--- src/rtl/ilv_secded_codec.sv ---
module ilv_secded_codec #(
  parameter int DATA_W = 8,
  parameter int DEPTH  = 8
) (
  input  logic              clk,
  input  logic              rst_n,
  input  logic              tx_valid,
  input  logic [DATA_W-1:0] tx_data,
  output logic              tx_ready,
  output logic              ser_out,
  output logic              ser_valid,
  input  logic              ser_in,
  input  logic              ser_in_valid,
  output logic              rx_valid,
  output logic [DATA_W-1:0] rx_data,
  output logic [1:0]        rx_status
);
  function automatic int chk_count(int w);
    int p = 1;
    while ((1 << p) < w + p + 1) p++;
    return p;
  endfunction

  localparam int P  = chk_count(DATA_W);
  localparam int N  = DATA_W + P;
  localparam int CW = N + 1;
  localparam int WW = (DEPTH > 1) ? $clog2(DEPTH) : 1;
  localparam int CB = $clog2(CW);
  localparam int DB = (DATA_W > 1) ? $clog2(DATA_W) : 1;
  localparam logic [WW-1:0] WLAST = WW'(DEPTH - 1);
  localparam logic [CB-1:0] CLAST = CB'(CW - 1);

  function automatic logic [CW-1:0] encode(input logic [DATA_W-1:0] d);
    logic [CW-1:0] c;
    int j;
    c = '0;
    j = 0;
    for (int i = 1; i <= N; i++)
      if ((i & (i - 1)) != 0) begin
        c[i[CB-1:0]] = d[j[DB-1:0]];
        j++;
      end
    for (int k = 0; k < P; k++) begin
      logic par;
      int q;
      par = 1'b0;
      for (int i = 1; i <= N; i++)
        if (((i >> k) & 1) == 1) par ^= c[i[CB-1:0]];
      q = 1 << k;
      c[q[CB-1:0]] = par;
    end
    c[0] = ^c;
    return c;
  endfunction

  function automatic logic [DATA_W+1:0] decode(input logic [CW-1:0] cin);
    logic [CW-1:0] c;
    logic [DATA_W-1:0] d;
    logic [1:0] st;
    logic ov;
    int syn;
    int j;
    c = cin;
    syn = 0;
    for (int i = 1; i <= N; i++)
      if (c[i[CB-1:0]]) syn ^= i;
    ov = ^c;
    if (ov) begin
      if (syn <= N) begin
        c[syn[CB-1:0]] = ~c[syn[CB-1:0]];
        st = 2'b01;
      end else st = 2'b10;
    end else st = (syn != 0) ? 2'b10 : 2'b00;
    d = '0;
    j = 0;
    for (int i = 1; i <= N; i++)
      if ((i & (i - 1)) != 0) begin
        d[j[DB-1:0]] = c[i[CB-1:0]];
        j++;
      end
    return {st, d};
  endfunction

  logic          sending;
  logic [WW-1:0] tw;
  logic [CB-1:0] tb;
  logic [CW-1:0] tx_mem [DEPTH];

  assign tx_ready  = !sending;
  assign ser_valid = sending;
  assign ser_out   = sending & tx_mem[tw][tb];

  always_ff @(posedge clk)
    if (!sending && tx_valid) tx_mem[tw] <= encode(tx_data);

  always_ff @(posedge clk) begin
    if (!rst_n) begin
      sending <= 1'b0;
      tw      <= '0;
      tb      <= '0;
    end else if (!sending) begin
      if (tx_valid) begin
        if (tw == WLAST) begin
          tw      <= '0;
          sending <= 1'b1;
        end else tw <= tw + WW'(1);
      end
    end else if (tw == WLAST) begin
      tw <= '0;
      if (tb == CLAST) begin
        tb      <= '0;
        sending <= 1'b0;
      end else tb <= tb + CB'(1);
    end else tw <= tw + WW'(1);
  end

  logic          outing;
  logic [WW-1:0] rw, ow;
  logic [CB-1:0] rb;
  logic [CW-1:0] rx_mem [DEPTH];

  always_ff @(posedge clk)
    if (!outing && ser_in_valid) rx_mem[rw][rb] <= ser_in;

  always_ff @(posedge clk) begin
    if (!rst_n) begin
      outing    <= 1'b0;
      rw        <= '0;
      rb        <= '0;
      ow        <= '0;
      rx_valid  <= 1'b0;
      rx_data   <= '0;
      rx_status <= 2'b00;
    end else begin
      rx_valid <= outing;
      if (!outing) begin
        if (ser_in_valid) begin
          if (rw == WLAST) begin
            rw <= '0;
            if (rb == CLAST) begin
              rb     <= '0;
              outing <= 1'b1;
            end else rb <= rb + CB'(1);
          end else rw <= rw + WW'(1);
        end
      end else begin
        {rx_status, rx_data} <= decode(rx_mem[ow]);
        if (ow == WLAST) begin
          ow     <= '0;
          outing <= 1'b0;
        end else ow <= ow + WW'(1);
      end
    end
  end
endmodule


--- config.mk ---
export PLATFORM = sky130hd
export DESIGN_NAME = ilv_secded_codec
export DESIGN_NICKNAME = d
export VERILOG_FILES = /design/src/rtl/ilv_secded_codec.sv
export SDC_FILE = /design/constraint.sdc
export NUM_CORES = 1
export LEC_CHECK = 0
export ABC_AREA = 1
export BUFFER_PORTS_ARGS = -buffer_cell sky130_fd_sc_hd__buf_2
export CORE_MARGIN = 3
export CORE_UTILIZATION = 50
export CTS_CLUSTER_DIAMETER = 120
export CTS_CLUSTER_SIZE = 14
export DETAILED_ROUTE_END_ITERATION = 7
export GPL_TIMING_DRIVEN = 0
export PLACE_DENSITY = 0.63
export SYNTH_ARGS = -nofsm -noshare
export SYNTH_HDL_FRONTEND = slang
export SYNTH_SLANG_ARGS = --single-unit
--- constraint.sdc ---
create_clock -name clk -period 3.1 [get_ports clk]
set_input_delay 0.775 -clock clk [delete_from_list [all_inputs] [get_ports clk]]
set_output_delay 0.775 -clock clk [all_outputs]
set_load 0.01 [all_outputs]
==> results.md, run 1 <==
* Fmax at 316.9 MHz
* Min-Delay Endpoint: rx_status[1]$_SDFFE_PN0P_
* Crit path max fanout at 10
* Worst Reg-to-Reg Cells at 16
* Core area at 22230 µm²
* Leading area contributor after synthesis: edfxtp_1
* Die Y at 157.9 µm
* Worst EP required at 2.32 ns
* Initial DRC count at 932
* Hold buffer count at cts at 0
* Ratio of cells with drive above 1 in the final layout at 11.17%
* Sink Count at 244
* Die ar. at 24930 µm²
* Worst EP arrival at 2.38 ns
* First-pass GRT wire length at 44.82 mm
* Post-synth top area share at 54.14%
* Final Power at 0.006619 W
* M1 GR Usage at 35.71%
* CP max stage cell: dfxtp_4
* Vias in the first global route at 8163
* Total track usage at 23.54%
* Number of flops mapped to enable cells by yosys at 208
* Fin crit share at 101.8%
* Worst Setup End Kind: primary output
* Ys async rst share at 0%
* Clock skew at 0.02908 ns
* Width of the die at 157.9 µm
* CTS HTree Levels at 1
* FF-to-FF End: rx_data[2]$_SDFFE_PN0P_
* Hold WC Path Type: flip-flop to flip-flop
* Max cap viols at 0
* Largest cells by area after synthesis: edfxtp_1, nand2_1, nor2_1, dfxtp_1, nand3_1
* Synthesis-to-finish area growth at 11.49%
* 1st-pass router iterations at 5
* Fin nets at 1308
* Crit path max-delay family: compound AO/OA/AOI/OAI gates
* Dpl cell area at 12070 µm²
* Total negative slack at -0.05537 ns
* Setup WS pre-CTS at -0.2499 ns
* Finished layout cell area at 12860 µm²
* Via density per instance at 5.499
* Tmin final at 3.155 ns
* Mapped Avg Cell Area at 9.349 µm²
* HPWL after DPL at 19.28 mm
* Fin. max-slew vios at 0
* Met2 usage at 35.70%
* Global route overflow at 0
* CP Launch Type: flip-flop
* Fin. Hold Viols at 0
* M3 GR Usage at 3.335%
* Worst IR drop on VDD at 0.0003201 V
* CTS tree: done
* Hold Crit Depth at 2
* Worst-skew pair later-pin latency at 0.53 ns
* Crit-path cells: clkinv_4 -> clkbuf_16 -> nor2_1 -> o22ai_2 -> o21ai_0 -> o221ai_1 -> nand3_1 -> nand2_1 -> o21ai_1 -> a31oi_1 -> buf_2
* Status: complete, but fails checks
* TritonCTS Buffers at 21
* ANT nets after route at 0
* Final core occ at 57.86%
* Relative slew margins at 30.53%
* Largest net degree at the start of global routing at 105
* Root buf cell: clkbuf_16
* Clock-pin slew on the worst setup and hold paths at 0.07 ns
* Worst-case clock buffer depth at 3
* Std cell rows at 54
* Power Dens Cells at 514.7 nW/µm²
* Syn nets at 1259
* Synthesized flop and latch total at 244
* Routability Congestion at 0.8948
* Port-buffer cells at 26
* Num ports at 27
* WL/cell at 18.35 µm
* DR DRC count at 0
* Seq/Total Area, Yosys at 60.39%
* R2r setup slk at 0.30 ns
* Worst Path Buf+Inv at 3
* Setup Viol. Count Final at 1
* Leak Pwr at 4.997 nW
* Crit path largest cell delay at 0.39 ns
* Starting Density at 51.90%
* Number of antenna violations at the first check in global routing at 0
* Synth unique cells at 40
* Antenna cell count at 0
* Hold_sp: rx_status[1]$_SDFFE_PN0P_
* Yosys synthesis warning count at 0
* RSZ-0062 raised after global routing: yes
* Layer carrying the most global-route usage: met1
* Mapped Cells at 1234
* DR vias at 8678
* Setup Crit Path Kind: flip-flop to primary output
* Mapped Area at 11540 µm²
* Worst setup margin at -0.05537 ns
* Worst Tran Pin Value at 1.041 ns
* Synth Flop Type: edfxtp_1
* Failing checks: setup timing
* DRT Wirelength at 28.95 mm
## routing by layer
| layer | share of wire, % | wire (µm) |
|---|---|---|
| met4 | 2.0 | 583 |
| met1 | 47 | 13530 |
| met3 | 7.3 | 2115 |
| met5 | 0 | 0 |
| met2 | 44 | 12720 |
## metrics by stage
step	cells	hold slack (ns)
final	1578	0.4734
after CTS	1578	0.4750
after detailed placement	1542	0.4652
after global routing	1578	0.4965
after floorplan	1234	0.4589
after global placement	1540	0.4504
## final cells by class
type | count | area, µm²
repair buffers | 28 | 162.7
inverters | 115 | 451.7
clock buffers | 36 | 581.8
well taps | 280 | 350.3
plain buffers | 48 | 377.9
flip-flops and latches | 244 | 6974
fillers | 1917 | 9368
multi-input cells | 825 | 3945
clock inverters | 2 | 17.52
## worst min-delay path, cell delays in order, from the launching register on
cell	delay, ns
dfxtp_1	0.31
nand2_1	0.06
a21oi_1	0.06
## layout by cell type, fill, tap and decap left out, types with 3 or more instances in the layout
cell type and n:
nand2_1 288, edfxtp_1 208, nor2_1 204, inv_1 105
nand3_1 105, o21ai_0 59, dfxtp_1 34, buf_2 33
clkbuf_1 27, clkbuf_16 23, nand2_2 20, a21oi_1 17
o21ai_1 17, o22ai_1 13, ha_1 12, nand4_1 11
xnor2_1 9, xor2_1 9, nor2_2 8, buf_4 8
o221ai_1 8, o22ai_2 8, a21oi_2 8, o21a_1 7
clkbuf_8 6, buf_6 6, nor3_1 4, inv_6 4
clkbuf_4 3, a211oi_1 3, inv_2 3
## state kept, by name, summed over array words and instances (netlist names), named ones only
signal / flops
ow: 3
tw: 3
tx_mem: 104
rx_status: 2
tb: 4
rx_valid: 1
rw: 3
rx_mem: 104
outing: 1
ser_valid: 1
rb: 4
rx_data: 8
## report_power, final
part / total [W] / switching [W] / internal, W
clock: 0.00245 / 0.00117 / 0.00128
sequential: 0.00369 / 0.0000304 / 0.00366
combinational: 0.000482 / 0.000341 / 0.000141
total: 0.00662 / 0.00154 / 0.00508
## kinds of logic (layout without fill, tap and decap cells)
| group | Yosys count | after routing | synth area share (%) |
|---|---|---|---|
| compound gates | 148 | 148 | 7.560 |
| xor+xnor | 18 | 18 | 1.367 |
| fa+ha+maj | 12 | 12 | 1.301 |
| buf+inv | 165 | 229 | 6.052 |
| flops | 244 | 244 | 60.39 |
| simple gates | 647 | 647 | 23.33 |
## cells in the mapped netlist, types with 4 or more instances
| cell | number |
|---|---|
| o221ai_1 | 8 |
| xnor2_1 | 9 |
| a21oi_2 | 8 |
| o21ai_0 | 74 |
| nor2_1 | 212 |
| edfxtp_1 | 208 |
| ha_1 | 12 |
| nand2_1 | 288 |
| clkinv_1 | 5 |
| o22ai_1 | 21 |
| inv_1 | 106 |
| a21oi_1 | 17 |
| o21a_1 | 7 |
| buf_4 | 5 |
| xor2_1 | 9 |
| buf_2 | 8 |
| nand4_1 | 11 |
| buf_6 | 6 |
| dfxtp_1 | 36 |
| nor3_1 | 4 |
| clkbuf_1 | 29 |
| nand2_2 | 20 |
| nand3_1 | 105 |
## what timing repair did
action	in CTS	in global routing
pin swaps	5	2
buffers inserted	0	0
setup endpoints to repair	1	1
gates cloned	0	0
resized for setup	62	14
## worst max-delay path by stage
stage | start | endpoint | slack, ns | cells after the start
5_1_grt | flip-flop | ser_out | -0.13 | 10
3_3_place_gp | flip-flop | ser_out | -0.22 | 11
3_5_place_dp | flip-flop | ser_out | -0.25 | 11
2_1_floorplan | flip-flop | ser_out | 0.62 | 10
6_report | flip-flop | ser_out | -0.06 | 11
4_1_cts | flip-flop | ser_out | -0.03 | 10
(Power assumes the default switching activity.)
==> inputs of run 2 (changes only) <==
--- a/config.mk
+++ b/config.mk
@@ -7,7 +7,6 @@
 export LEC_CHECK = 0
 export ABC_AREA = 1
 export BUFFER_PORTS_ARGS = -buffer_cell sky130_fd_sc_hd__buf_2
-export CORE_MARGIN = 3
 export CORE_UTILIZATION = 50
 export CTS_CLUSTER_DIAMETER = 120
 export CTS_CLUSTER_SIZE = 14
==> results.md, run 2 (synthesis gave the netlist of run 1 again) <==
* WP depth at 12 (+1)
* CTS HTree Levels at 1 (unchanged)
* Status: complete, but fails checks
* Die ar. at 23680 µm² (-5.0%)
* Fmax at 316.5 MHz (-0.12%)
* Worst-case clock buffer depth at 3 (unchanged)
* ANT nets after route at 0 (unchanged)
* Port-buffer cells at 26 (unchanged)
* DRT Wirelength at 29.13 mm (+0.62%)
* Worst EP required at 2.32 ns (about the same)
* Worst EP arrival at 2.38 ns (about the same)
* Root buf cell: clkbuf_16
* Last element of the critical path: ser_out
* Setup WS pre-CTS at -0.1681 ns (+0.08188 ns)
* First-pass GRT wire length at 45.21 mm (+0.86%)
* CTS tree: done
* Final cell count without fillers at 1593 (+0.95%)
* Worst IR drop on VDD at 0.0004087 V (+28%)
* Global route overflow at 0 (unchanged)
* Num ports at 27 (unchanged)
* Setup Viol. Count Final at 1 (unchanged)
* Tmin final at 3.159 ns (+0.003725 ns)
* Starting Density at 50.95% (-0.94 points)
* Worst Setup End Kind: primary output
* Worst Path Buf+Inv at 4 (+1)
* RSZ-0062 raised after global routing: yes
* Hold WS at 0.4756 ns (+0.002208 ns)
* TritonCTS Buffers at 21 (unchanged)
* Crit path max-delay family: compound AO/OA/AOI/OAI gates
* Hold buffer count at cts at 0 (unchanged)
* FF-to-FF End: rx_data[4]$_SDFFE_PN0P_
* R2r setup slk at 0.36 ns (+0.06 ns)
* Clock Power Share at 36.5% (-0.5 points)
* Fin. max-slew vios at 0 (unchanged)
* Antenna cell count at 0 (unchanged)
* Width of the die at 153.9 µm (-2.5%)
* Commonest non-fill, non-tap cell in the layout: nand2_1
* Failing checks: setup timing
* DR vias at 8769 (+1.0%)
* Area of the multi-input gates at 3973 µm² (+0.70%)
* Setup Crit Path Kind: flip-flop to primary output
* Via density per instance at 5.505 (about the same)
* Crit-path cells: buf_12 -> clkinv_8 -> clkbuf_16 -> o21ai_0 -> o22ai_1 -> o21ai_1 -> o221ai_2 -> nand3_1 -> nand2_1 -> o21ai_1 -> a31oi_1 -> buf_2
* Die Y at 153.9 µm (-2.5%)
* Cell mode on critical path: o21ai_1
* Clock-pin slew on the worst setup and hold paths at 0.07 ns (about the same)
* CP Launch Type: flip-flop
* Fin crit share at 101.9% (+0.12 points)
* Crit path largest cell delay at 0.36 ns (-0.03 ns)
* HPWL after DPL at 19.23 mm (-0.24%)
* Power Dens Cells at 507.9 nW/µm² (-1.3%)
* Max cap viols at 0 (unchanged)
* Ratio of cells with drive above 1 in the final layout at 12.31% (+1.1 points)
* Worst setup margin at -0.05910 ns (-0.003725 ns)
* Total track usage at 25.10% (+1.6 points)
* Relative slew margins at 36.12% (+5.6 points)
* Worst Tran Pin Value at 0.9571 ns (-0.08383 ns)
* Final core occ at 57.84% (about the same)
* Vias in the first global route at 8139 (-0.29%)
* Sw Ratio at 23.04% (-0.18 points)
* Crit path max fanout at 5 (-5)
* # fillers at 1986 (+3.6%)
* Clock skew at 0.01828 ns (-0.01079 ns)
* CP max stage cell: dfxtp_4
* Internal power at 0.005118 W (+0.71%)
* Placed cells at 1549 (+0.45%)
* Largest net degree at the start of global routing at 105 (unchanged)
* Worst Reg-to-Reg Cells at 20 (+4)
* Sink Count at 244 (unchanged)
* Leak Pwr at 5.098 nW (+2.0%)
* Number of antenna violations at the first check in global routing at 0 (unchanged)
* Synthesis-to-finish area growth at 13.51%
* Biggest regs: rx_mem x104, tx_mem x104, rx_data x8
* Std cell rows at 55 (+1.9%)
* 1st-pass router iterations at 5 (unchanged)
* Combinational fraction of design power at 8.1% (+0.8 points)
* Fin. Hold Viols at 0 (unchanged)
* Routability Congestion at 0.8721 (-2.5%)
* DR DRC count at 0 (unchanged)
* Reg power frac at 55.4% (-0.3 points)
* Initial DRC count at 790 (-15%)
* Worst-skew pair later-pin latency at 0.51 ns (-0.02 ns)
* Switching pwr at 0.001532 W (-0.29%)
* Core area at 22640 µm² (+1.9%)
* Hold WC Path Type: flip-flop to flip-flop
* Leading cell types in the layout, fill and taps excluded: nand2_1, edfxtp_1, nor2_1, inv_1, nand3_1
* Fin nets at 1318 (+0.76%)
* WL/cell at 18.28 µm (-0.33%)
* Reg area at 6974 µm² (unchanged)
[run 2: cell types whose count changed in the layout (fill, tap and decap cells not counted), moves of 2 or more]
cell	delta
o21ai_0	-9
o21ai_1	+7
clkbuf_16	+4
nor2_1	-3
nor2_2	+3
buf_12	+2
buf_8	+2
clkbuf_8	+2
o21ai_2	+2
[run 2: worst register-to-register path, cell delays in order, from the launching register on]
cell and delay [ns]:
dfxtp_1 0.31, buf_6 0.15, inv_6 0.11, buf_2 0.26
nand2_1 0.09, nand3_1 0.07, nand3_1 0.08, nand2_1 0.21
inv_1 0.07, nand2_1 0.09, nand2_1 0.08, nand2_1 0.06
nand2_1 0.09, nand2_1 0.10, nand2_2 0.11, nand2_1 0.15
inv_1 0.05, nand2_1 0.22, nand4_1 0.14, nand2_1 0.12
a21oi_2 0.06
[run 2: final cells by class]
type / count / area share [%]
Inverter: 115 / 3.459
Timing Repair inverter: 1 / 0.06688
Buffer: 48 / 3.325
Clock buffer: 36 / 4.443
Timing Repair Buffer: 37 / 2.255
Sequential cell: 244 / 53.26
Tap cell: 285 / 2.723
Clock inverter: 2 / 0.1338
Multi-Input combinational cell: 825 / 30.34
[run 2: power groups by stage]
| stage | clock network (W) | registers (W) | logic [W] |
|---|---|---|---|
| 3_5_place_dp | 0 | 0.00375 | 0.000442 |
| 2_1_floorplan | 0 | 0.00375 | 0.000252 |
| 4_1_cts | 0.00247 | 0.00368 | 0.000531 |
| 5_1_grt | 0.00258 | 0.00369 | 0.000584 |
| 6_report | 0.00242 | 0.00369 | 0.000540 |
| 3_3_place_gp | 0 | 0.00375 | 0.000424 |
[run 2: worst min-delay path by stage]
stage	from	endpoint	depth (start not counted)
global route	rx_data[1]$_SDFFE_PN0P_	rx_data[1]$_SDFFE_PN0P_	2
floorplan	ow[0]$_SDFFE_PN0P_	flip-flop	1
CTS	rx_data[1]$_SDFFE_PN0P_	rx_data[1]$_SDFFE_PN0P_	2
detailed placement	rx_data[1]$_SDFFE_PN0P_	rx_data[1]$_SDFFE_PN0P_	2
global placement	rx_status[1]$_SDFFE_PN0P_	rx_status[1]$_SDFFE_PN0P_	2
finish	rx_data[6]$_SDFFE_PN0P_	rx_data[6]$_SDFFE_PN0P_	2
[run 2: repair_timing]
action | 4_1_cts | 5_1_grt
cloned | 5 | 0
buffers inserted | 3 | 0
pin swaps | 21 | 7
hold endpoints to repair | 0 | 0
setup endpoints to repair | 1 | 1
gates resized for setup | 92 | 4
[run 2: routing by layer]
metal	GRT usage (%)	vias to the layer above	part of all wire, %
li1	-	4253	-
met1	38.54	4166	47
met2	37.36	305	43
met3	3.495	45	7.3
met4	6.381	0	2.4
met5	0	-	0
[run 2: through the flow]
stage / power, W / instance area (µm²) / setup TNS [ns]
final: 0.006651 / 13100 / -0.05910
after global routing: 0.006851 / 13100 / -0.1392
after global placement: 0.004177 / 12020 / -0.1815
after CTS: 0.006682 / 13090 / -0.008950
after detailed placement: 0.004193 / 12110 / -0.1681
after floorplan: 0.003998 / 11540 / 0
